### config.mk
export PLATFORM = sky130hd
export DESIGN_NAME = exc_entry_seq
export DESIGN_NICKNAME = d
export VERILOG_FILES = /design/src/rtl/exc_entry_pkg.sv /design/src/rtl/exc_decode.sv /design/src/rtl/exc_status_regs.sv /design/src/rtl/exc_fault_regs.sv /design/src/rtl/exc_entry_seq.sv
export SDC_FILE = /design/constraint.sdc
export NUM_CORES = 1
export LEC_CHECK = 0
export BUFFER_PORTS_ARGS = -buffer_cell sky130_fd_sc_hd__buf_2
export CAP_MARGIN = 20
export CELL_PAD_IN_SITES_DETAIL_PLACEMENT = 1
export CELL_PAD_IN_SITES_GLOBAL_PLACEMENT = 2
export CORE_MARGIN = 2
export CORE_UTILIZATION = 25
export CTS_BUF_LIST = sky130_fd_sc_hd__clkbuf_8
export DETAILED_ROUTE_END_ITERATION = 10
export MAX_ROUTING_LAYER = met4
export PLACE_DENSITY_LB_ADDON = 0.05
export REMOVE_ABC_BUFFERS = 1
export SLEW_MARGIN = 15
export SYNTH_ARGS = -nofsm -noshare
export SYNTH_HDL_FRONTEND = slang
export SYNTH_HIERARCHICAL = 1
export SYNTH_SLANG_ARGS = --single-unit
### constraint.sdc
create_clock -name clk -period 2.07 [get_ports clk]
set_clock_uncertainty 0.2 [all_clocks]
set_input_delay 0.1035 -clock clk [delete_from_list [all_inputs] [get_ports clk]]
set_output_delay 0.1035 -clock clk [all_outputs]
set_load 0.05 [all_outputs]
### src/rtl/exc_entry_pkg.sv
package exc_entry_pkg;

    localparam int CAUSE_W   = 5;
    localparam int CAUSE_LSB = 2;
    localparam int CLASS_W   = 3;

    typedef enum logic [CLASS_W-1:0] {
        EXC_IRQ      = 3'd0,
        EXC_TLB_MISS = 3'd1,
        EXC_TLB_PERM = 3'd2,
        EXC_SUPER    = 3'd3,
        EXC_TRAP     = 3'd4,
        EXC_BREAK    = 3'd5,
        EXC_UNALIGN  = 3'd6,
        EXC_UNKNOWN  = 3'd7
    } exc_class_e;

    // What the decoder asks the register units to do on this edge
    typedef struct packed {
        logic take;        // request accepted, vector produced
        logic save_est;    // estatus <= status
        logic save_ea;     // EA <= PC+4
        logic save_bst;    // bstatus <= status
        logic save_ba;     // BA <= PC+4
        logic set_eh;
        logic set_ih;
        logic clr_pie_u;
        logic wr_cause;    // cause field only
        logic whole_cause; // whole cause register
        logic set_wr;
        logic clr_dbl;
        logic set_dbl;
        logic load_bad;
        logic fast_vec;
        logic err;
    } exc_action_t;

    function automatic logic [31:0] link_addr(input logic [31:0] pc);
        return pc + 32'd4;
    endfunction

endpackage

### src/rtl/exc_decode.sv
module exc_decode
    import exc_entry_pkg::*;
(
    input  logic                   req_valid,
    input  logic [CLASS_W-1:0]     req_class,
    input  logic                   eh_now,
    input  logic                   pie_now,
    output exc_action_t            act
);

    exc_class_e cls;
    assign cls = exc_class_e'(req_class);

    always_comb begin
        act = '0;
        if (req_valid) begin
            unique case (cls)
                EXC_IRQ: begin
                    if (pie_now) begin
                        act.take      = 1'b1;
                        act.save_est  = 1'b1;
                        act.save_ea   = 1'b1;
                        act.set_ih    = 1'b1;
                        act.clr_pie_u = 1'b1;
                        act.wr_cause  = 1'b1;
                    end
                end
                EXC_TLB_MISS: begin
                    act.take      = 1'b1;
                    act.set_eh    = 1'b1;
                    act.clr_pie_u = 1'b1;
                    act.wr_cause  = 1'b1;
                    if (!eh_now) begin
                        act.save_est = 1'b1;
                        act.save_ea  = 1'b1;
                        act.set_wr   = 1'b1;
                        act.clr_dbl  = 1'b1;
                        act.fast_vec = 1'b1;
                    end else begin
                        act.set_dbl  = 1'b1;
                    end
                end
                EXC_TLB_PERM: begin
                    // WR would need EH clear after entry; entry always sets EH
                    act.take      = 1'b1;
                    act.save_est  = 1'b1;
                    act.save_ea   = 1'b1;
                    act.set_eh    = 1'b1;
                    act.clr_pie_u = 1'b1;
                    act.wr_cause  = 1'b1;
                end
                EXC_SUPER, EXC_TRAP: begin
                    act.take      = 1'b1;
                    act.save_est  = !eh_now;
                    act.save_ea   = !eh_now;
                    act.set_eh    = 1'b1;
                    act.clr_pie_u = 1'b1;
                    act.wr_cause  = 1'b1;
                end
                EXC_BREAK: begin
                    act.take      = 1'b1;
                    act.save_bst  = !eh_now;
                    act.save_ba   = !eh_now;
                    act.set_eh    = 1'b1;
                    act.clr_pie_u = 1'b1;
                    act.wr_cause  = 1'b1;
                end
                EXC_UNALIGN: begin
                    act.take        = 1'b1;
                    act.whole_cause = 1'b1;
                    act.load_bad    = 1'b1;
                end
                default: begin
                    act.err = 1'b1;
                end
            endcase
        end
    end

endmodule

### src/rtl/exc_status_regs.sv
module exc_status_regs
    import exc_entry_pkg::*;
#(
    parameter int          XLEN       = 32,
    parameter int          BIT_PIE    = 0,
    parameter int          BIT_U      = 1,
    parameter int          BIT_EH     = 2,
    parameter int          BIT_IH     = 3,
    parameter logic [31:0] STATUS_RST = 32'h3
) (
    input  logic            clk,
    input  logic            rst,
    input  exc_action_t     act,
    input  logic            restore,
    output logic [XLEN-1:0] status_q,
    output logic [XLEN-1:0] estatus_q,
    output logic [XLEN-1:0] bstatus_q
);

    logic [XLEN-1:0] status_n;

    always_comb begin
        status_n = status_q;
        if (act.take) begin
            if (act.set_eh)    status_n[BIT_EH]  = 1'b1;
            if (act.set_ih)    status_n[BIT_IH]  = 1'b1;
            if (act.clr_pie_u) begin
                status_n[BIT_PIE] = 1'b0;
                status_n[BIT_U]   = 1'b0;
            end
        end else if (restore) begin
            status_n = estatus_q;
        end
    end

    always_ff @(posedge clk) begin
        if (rst) begin
            status_q  <= STATUS_RST[XLEN-1:0];
            estatus_q <= '0;
            bstatus_q <= '0;
        end else begin
            status_q <= status_n;
            if (act.save_est) estatus_q <= status_q;
            if (act.save_bst) bstatus_q <= status_q;
        end
    end

    AST_ENTRY_SETS_EH: assert property (@(posedge clk) disable iff (rst)
        act.take && act.set_eh |=> status_q[BIT_EH] && !status_q[BIT_PIE] && !status_q[BIT_U]);

    AST_IRQ_SETS_IH: assert property (@(posedge clk) disable iff (rst)
        act.take && act.set_ih |=> status_q[BIT_IH] && !status_q[BIT_PIE]);

    AST_RESTORE_COPY: assert property (@(posedge clk) disable iff (rst)
        restore && !act.take |=> status_q == $past(estatus_q));

endmodule

### src/rtl/exc_fault_regs.sv
module exc_fault_regs
    import exc_entry_pkg::*;
#(
    parameter int XLEN    = 32,
    parameter int BIT_WR  = 3,
    parameter int BIT_DBL = 2
) (
    input  logic                clk,
    input  logic                rst,
    input  exc_action_t         act,
    input  logic [CAUSE_W-1:0]  cause,
    input  logic [XLEN-1:0]     pc,
    input  logic [XLEN-1:0]     addr,
    input  logic [XLEN-1:0]     vec_gen,
    input  logic [XLEN-1:0]     vec_fast,
    output logic [XLEN-1:0]     cause_q,
    output logic [XLEN-1:0]     tlbmisc_q,
    output logic [XLEN-1:0]     badaddr_q,
    output logic [XLEN-1:0]     ea_q,
    output logic [XLEN-1:0]     ba_q,
    output logic [XLEN-1:0]     npc_q,
    output logic                npc_vld_q,
    output logic                err_q
);

    localparam int CAUSE_MSB = CAUSE_LSB + CAUSE_W - 1;

    logic [XLEN-1:0] cause_n;
    logic [XLEN-1:0] tlbmisc_n;
    logic [XLEN-1:0] link;

    assign link = link_addr(pc);

    always_comb begin
        cause_n = cause_q;
        if (act.whole_cause) begin
            cause_n = '0;
            cause_n[CAUSE_MSB:CAUSE_LSB] = cause;
        end else if (act.wr_cause) begin
            cause_n[CAUSE_MSB:CAUSE_LSB] = cause;
        end
    end

    always_comb begin
        tlbmisc_n = tlbmisc_q;
        if (act.clr_dbl) tlbmisc_n[BIT_DBL] = 1'b0;
        if (act.set_dbl) tlbmisc_n[BIT_DBL] = 1'b1;
        if (act.set_wr)  tlbmisc_n[BIT_WR]  = 1'b1;
    end

    always_ff @(posedge clk) begin
        if (rst) begin
            cause_q   <= '0;
            tlbmisc_q <= '0;
            badaddr_q <= '0;
            ea_q      <= '0;
            ba_q      <= '0;
            npc_q     <= '0;
            npc_vld_q <= 1'b0;
            err_q     <= 1'b0;
        end else begin
            cause_q   <= cause_n;
            tlbmisc_q <= tlbmisc_n;
            if (act.load_bad) badaddr_q <= addr;
            if (act.save_ea)  ea_q      <= link;
            if (act.save_ba)  ba_q      <= link;
            if (act.take)     npc_q     <= act.fast_vec ? vec_fast : vec_gen;
            npc_vld_q <= act.take;
            err_q     <= act.err;
        end
    end

    AST_VALID_ERR_EXCL: assert property (@(posedge clk) disable iff (rst)
        !(npc_vld_q && err_q));

    AST_PULSE_ONE: assert property (@(posedge clk) disable iff (rst)
        npc_vld_q && !act.take |=> !npc_vld_q);

endmodule

### src/rtl/exc_entry_seq.sv
module exc_entry_seq
    import exc_entry_pkg::*;
#(
    parameter int          XLEN       = 32,
    parameter int          BIT_PIE    = 0,
    parameter int          BIT_U      = 1,
    parameter int          BIT_EH     = 2,
    parameter int          BIT_IH     = 3,
    parameter int          BIT_WR     = 3,
    parameter int          BIT_DBL    = 2,
    parameter logic [31:0] STATUS_RST = 32'h3
) (
    input  logic                clk,
    input  logic                rst,
    input  logic                exc_valid,
    input  logic [2:0]          exc_class,
    input  logic [4:0]          exc_cause,
    input  logic [XLEN-1:0]     cur_pc,
    input  logic [XLEN-1:0]     fault_addr,
    input  logic [XLEN-1:0]     vec_general,
    input  logic [XLEN-1:0]     vec_tlb_fast,
    input  logic                restore,
    output logic [XLEN-1:0]     status_q,
    output logic [XLEN-1:0]     estatus_q,
    output logic [XLEN-1:0]     bstatus_q,
    output logic [XLEN-1:0]     cause_q,
    output logic [XLEN-1:0]     tlbmisc_q,
    output logic [XLEN-1:0]     badaddr_q,
    output logic [XLEN-1:0]     ea_q,
    output logic [XLEN-1:0]     ba_q,
    output logic [XLEN-1:0]     next_pc,
    output logic                next_pc_valid,
    output logic                class_err
);

    exc_action_t act;

    exc_decode u_dec (
        .req_valid (exc_valid),
        .req_class (exc_class),
        .eh_now    (status_q[BIT_EH]),
        .pie_now   (status_q[BIT_PIE]),
        .act       (act)
    );

    exc_status_regs #(
        .XLEN(XLEN), .BIT_PIE(BIT_PIE), .BIT_U(BIT_U),
        .BIT_EH(BIT_EH), .BIT_IH(BIT_IH), .STATUS_RST(STATUS_RST)
    ) u_st (
        .clk       (clk),
        .rst       (rst),
        .act       (act),
        .restore   (restore),
        .status_q  (status_q),
        .estatus_q (estatus_q),
        .bstatus_q (bstatus_q)
    );

    exc_fault_regs #(
        .XLEN(XLEN), .BIT_WR(BIT_WR), .BIT_DBL(BIT_DBL)
    ) u_flt (
        .clk       (clk),
        .rst       (rst),
        .act       (act),
        .cause     (exc_cause),
        .pc        (cur_pc),
        .addr      (fault_addr),
        .vec_gen   (vec_general),
        .vec_fast  (vec_tlb_fast),
        .cause_q   (cause_q),
        .tlbmisc_q (tlbmisc_q),
        .badaddr_q (badaddr_q),
        .ea_q      (ea_q),
        .ba_q      (ba_q),
        .npc_q     (next_pc),
        .npc_vld_q (next_pc_valid),
        .err_q     (class_err)
    );

    AST_DOUBLE_KEEPS_EA: assert property (@(posedge clk) disable iff (rst)
        exc_valid && exc_class == 3'd1 && status_q[BIT_EH]
        |=> $stable(ea_q) && $stable(estatus_q) && tlbmisc_q[BIT_DBL]);

    AST_FAST_MISS_VEC: assert property (@(posedge clk) disable iff (rst)
        exc_valid && exc_class == 3'd1 && !status_q[BIT_EH]
        |=> next_pc_valid && next_pc == $past(vec_tlb_fast) && tlbmisc_q[BIT_WR]);

    AST_IRQ_MASKED: assert property (@(posedge clk) disable iff (rst)
        exc_valid && exc_class == 3'd0 && !status_q[BIT_PIE]
        |=> !next_pc_valid && $stable(status_q) && $stable(ea_q));

    AST_PERM_KEEPS_TLBMISC: assert property (@(posedge clk) disable iff (rst)
        exc_valid && exc_class == 3'd2 |=> $stable(tlbmisc_q));

    AST_UNKNOWN_ERR: assert property (@(posedge clk) disable iff (rst)
        exc_valid && exc_class == 3'd7 |=> class_err && $stable(status_q) && $stable(cause_q));

endmodule

==> impl_results.md <==
- Status: complete, but fails checks
- Failing checks: negative hold slack, negative setup slack
- WHS Path Cells: 5
- VDD IR max: 0.0004311 V
- YS warnings: 6
- Total congestion overflow: 0
- Via-per-instance ratio: 4.343
- Hold crit path type: in -> reg
- Sw Pwr: 3.592 mW
- Cell Area, Synth: 9584 µm²
- I/O Pins: 430
- Syn Area/Cell: 9.314 µm²
- Clock transition at path regs: 0.06 ns
- WHS: -0.1144 ns
- Post-route setup slack: -0.01315 ns
- Seq/Total Area, Yosys: 48.67%
- Final Setup Violations: 1
- Comb power frac: 18.9%
- Clock Tree Root: clkbuf_8
- # DRC: 0
- Initial core utilization: 25.45%
- Hold_sp: cur_pc[14]
- Final Total Pwr: 11.49 mW
- Initial antenna violation count: 1
- Final nets: 1,763
- Global-route usage over all layers: 17.79%
- Clock Power Share: 39.9%
- Seq cells post-synth: 233
- Fill count: 4,483
- Initial DRC count: 284
- Synth cell types: 45
- Pint: 7.894 mW
- Max Used Layer: met4
- Cell total after placement: 1,882
- FF-to-FF Start: u_st/status_q[0]
- Final WL: 36,190 µm
- Global-route wire length before repair: 53,740 µm
- H-tree depth reported by CTS: 2
- MaxCap Viol Count: 0
- Post-Place Worst Slack: -0.1426 ns
- CP endpoint kind: flop
- Register share of total power: 41.2%
- Element type at the critical path start: primary input
- PwrDens: 760.0 nW/µm²
- Share of layout cells above drive strength 1: 31.16%
- Area Overhead vs Synth: 57.69%
- Die ar.: 39,920 µm²
- CTS tree: yes
- Post-Route Setup TNS: -0.01315 ns
- Critical path class: in -> reg
- Commonest cells after routing, fill and taps aside: 368 x buf_2, 233 x dfxtp_1, 203 x nor2_1
- Rel. slew slack: 61.45%
- Wire per inst: 16.69 µm
- Tightest Pin Transition: 0.5782 ns
- Die Y: 199.8 µm
- Tmin final: 2.083 ns
- TritonCTS Buffers: 46
- Non-filler cells, final: 2,168
- Largest net degree at the start of global routing: 68
- Sink Count: 233
- Clock Latency Late Sink: 0.58 ns
- R2r setup slk: 0.16 ns
- IO buf count: 372
- Commonest non-fill, non-tap cell in the layout: buf_2
- Sw frac: 31.27%
- RSZ-0062 raised after global routing: yes
- Core Util, Final: 40.12%
- Max-slew violations: 0
- Worst Hold End: u_flt/ba_q[30]
- Post-Synthesis Cells: 1,029
- Max Fclk: 480.0 MHz
- Vias in the first global route: 9,756
- Max Root-Sink Buffers: 3
- Tcrit/Tclk final: 100.6%
- Pre-antenna DRT Iters: 4
- Post-layout instance area: 15,110 µm²
- Die X: 199.8 µm
- Hpwl dp: 23,610 µm
- Met3 WL: 2359 µm
- Reg2Reg Depth: 6
- Placed Area: 12,110 µm²
- M1 WL: 15,770 µm
- DR WL met2: 17,110 µm
- FF-to-FF End: u_st/status_q[9]
- Core area: 37,670 µm²
- Leak pwr: 6.499 nW
- Post-route ant nets: 0
- WP data required: 2.35 ns
- Final hold vios: 8
- # rows: 71
- Routability Congestion: 0.7505
- Critical path fanouts, max: 3
- Vias: 9,415
- CP arrival: 2.37 ns
[cell usage after synthesis (all sizes together)]
library cell  instances  area [µm²]
a211oi               60       450.4
a21bo                 1       10.01
a21oi                38       190.2
a221o                 2       20.02
a311oi               30       262.8
and3                  2       12.51
and4                  6       52.55
buf                  92       645.6
clkbuf               47       177.7
conb                  1       3.750
dfxtp               233        4664
ha                    3       37.54
inv                   7       26.28
mux2i               134        1341
nand2                73       274.0
nand2b                3       18.77
nand3                11       55.05
nand3b                1       7.510
nand4                10       77.57
nor2                204       765.7
nor2b                 3       21.27
nor3                  8       40.04
nor3b                 2       20.02
nor4                  2       12.51
nor4b                 1       8.760
o211a                 1       10.01
o21a                  1       7.510
o21ai                18       90.08
o311a                 1       10.01
o31ai                 3       22.52
or2                   2       12.52
or3                  11       68.82
or4                   5       52.55
xnor2                 9       78.83
xor2                  4       35.03
[power groups by stage]
stage,clock [mW],combinational [mW],sequential [mW]
final,4.59,2.17,4.73
after global routing,5.03,2.32,4.75
after CTS,4.83,2.15,4.73
after detailed placement,0,1.88,4.83
after global placement,0,1.87,4.82
after floorplan,0,0.673,5.37
[repair_timing]
item                                    in CTS  in global routing
endpoints found under the hold margin      200                 14
setup buffers                                0                  2
endpoints found under the setup margin       0                 42
hold buffers                               195                  4
gates resized for setup                      0                 20
[registers in the layout, indices dropped and copies added (netlist names)]
name / count
u_flt/ba_q: 32
u_flt/badaddr_q: 32
u_flt/ea_q: 32
u_flt/npc_q: 32
u_st/bstatus_q: 32
u_st/estatus_q: 32
u_st/status_q: 32
u_flt/cause_q: 5
u_flt/tlbmisc_q: 2
u_flt/err_q: 1
u_flt/npc_vld_q: 1
[final cells by class]
class,instances,area [µm²],share of cell area (%)
diodes,1,2.502,0.01656
clock buffers,58,798.3,5.282
clock inverters,26,113.9,0.7534
inverters,7,26.28,0.1739
multi-input cells,706,4350,28.79
flip-flops and latches,233,4664,30.86
well taps,511,639.4,4.230
repair buffers,626,4518,29.89
[metal layers]
layer  track usage (%)  up-vias
li1                  -     4647
met2             28.24      269
met5                 -        -
met3             4.872       62
met4             7.160        0
met1             21.36     4437
[critical path, cell delays in order]
cell and delay [ns]:
buf_2 0.10, ha_2 0.19, nand3_2 0.10, or4_4 0.58, buf_4 0.16, dlygate4sd3_1 0.56, or3_4 0.34, a311oi_1 0.23
[cell families (layout without fill, tap and decap cells)]
family                   after synthesis  in the layout  share of synthesized area [%]
AND/OR/NAND/NOR                      344            344                          15.65
buffers and inverters                146            717                          8.864
other                                  1             58                        0.03913
flip-flops                           233            233                          48.67
AO/OA/AOI/OAI                        155            155                          11.20
XOR/XNOR                              13             13                          1.188
multiplexers                         134            134                          13.99
adder cells (fa/ha/maj)                3              3                         0.3917
[how the worst max path moves through the flow]
stage / start / endpoint / slack, ns / cells after the start
2_1_floorplan: u_st/status_q[2] / u_flt/ba_q[16] / -9.06 / 2
3_3_place_gp: cur_pc[2] / u_flt/ba_q[20] / -0.07 / 7
3_5_place_dp: cur_pc[2] / u_flt/ea_q[20] / -0.14 / 7
4_1_cts: cur_pc[2] / u_flt/ba_q[16] / 0.05 / 8
5_1_grt: cur_pc[2] / u_flt/ba_q[16] / -0.03 / 8
6_report: cur_pc[2] / u_flt/ba_q[16] / -0.01 / 8
Power figures use the tool's default switching activity.
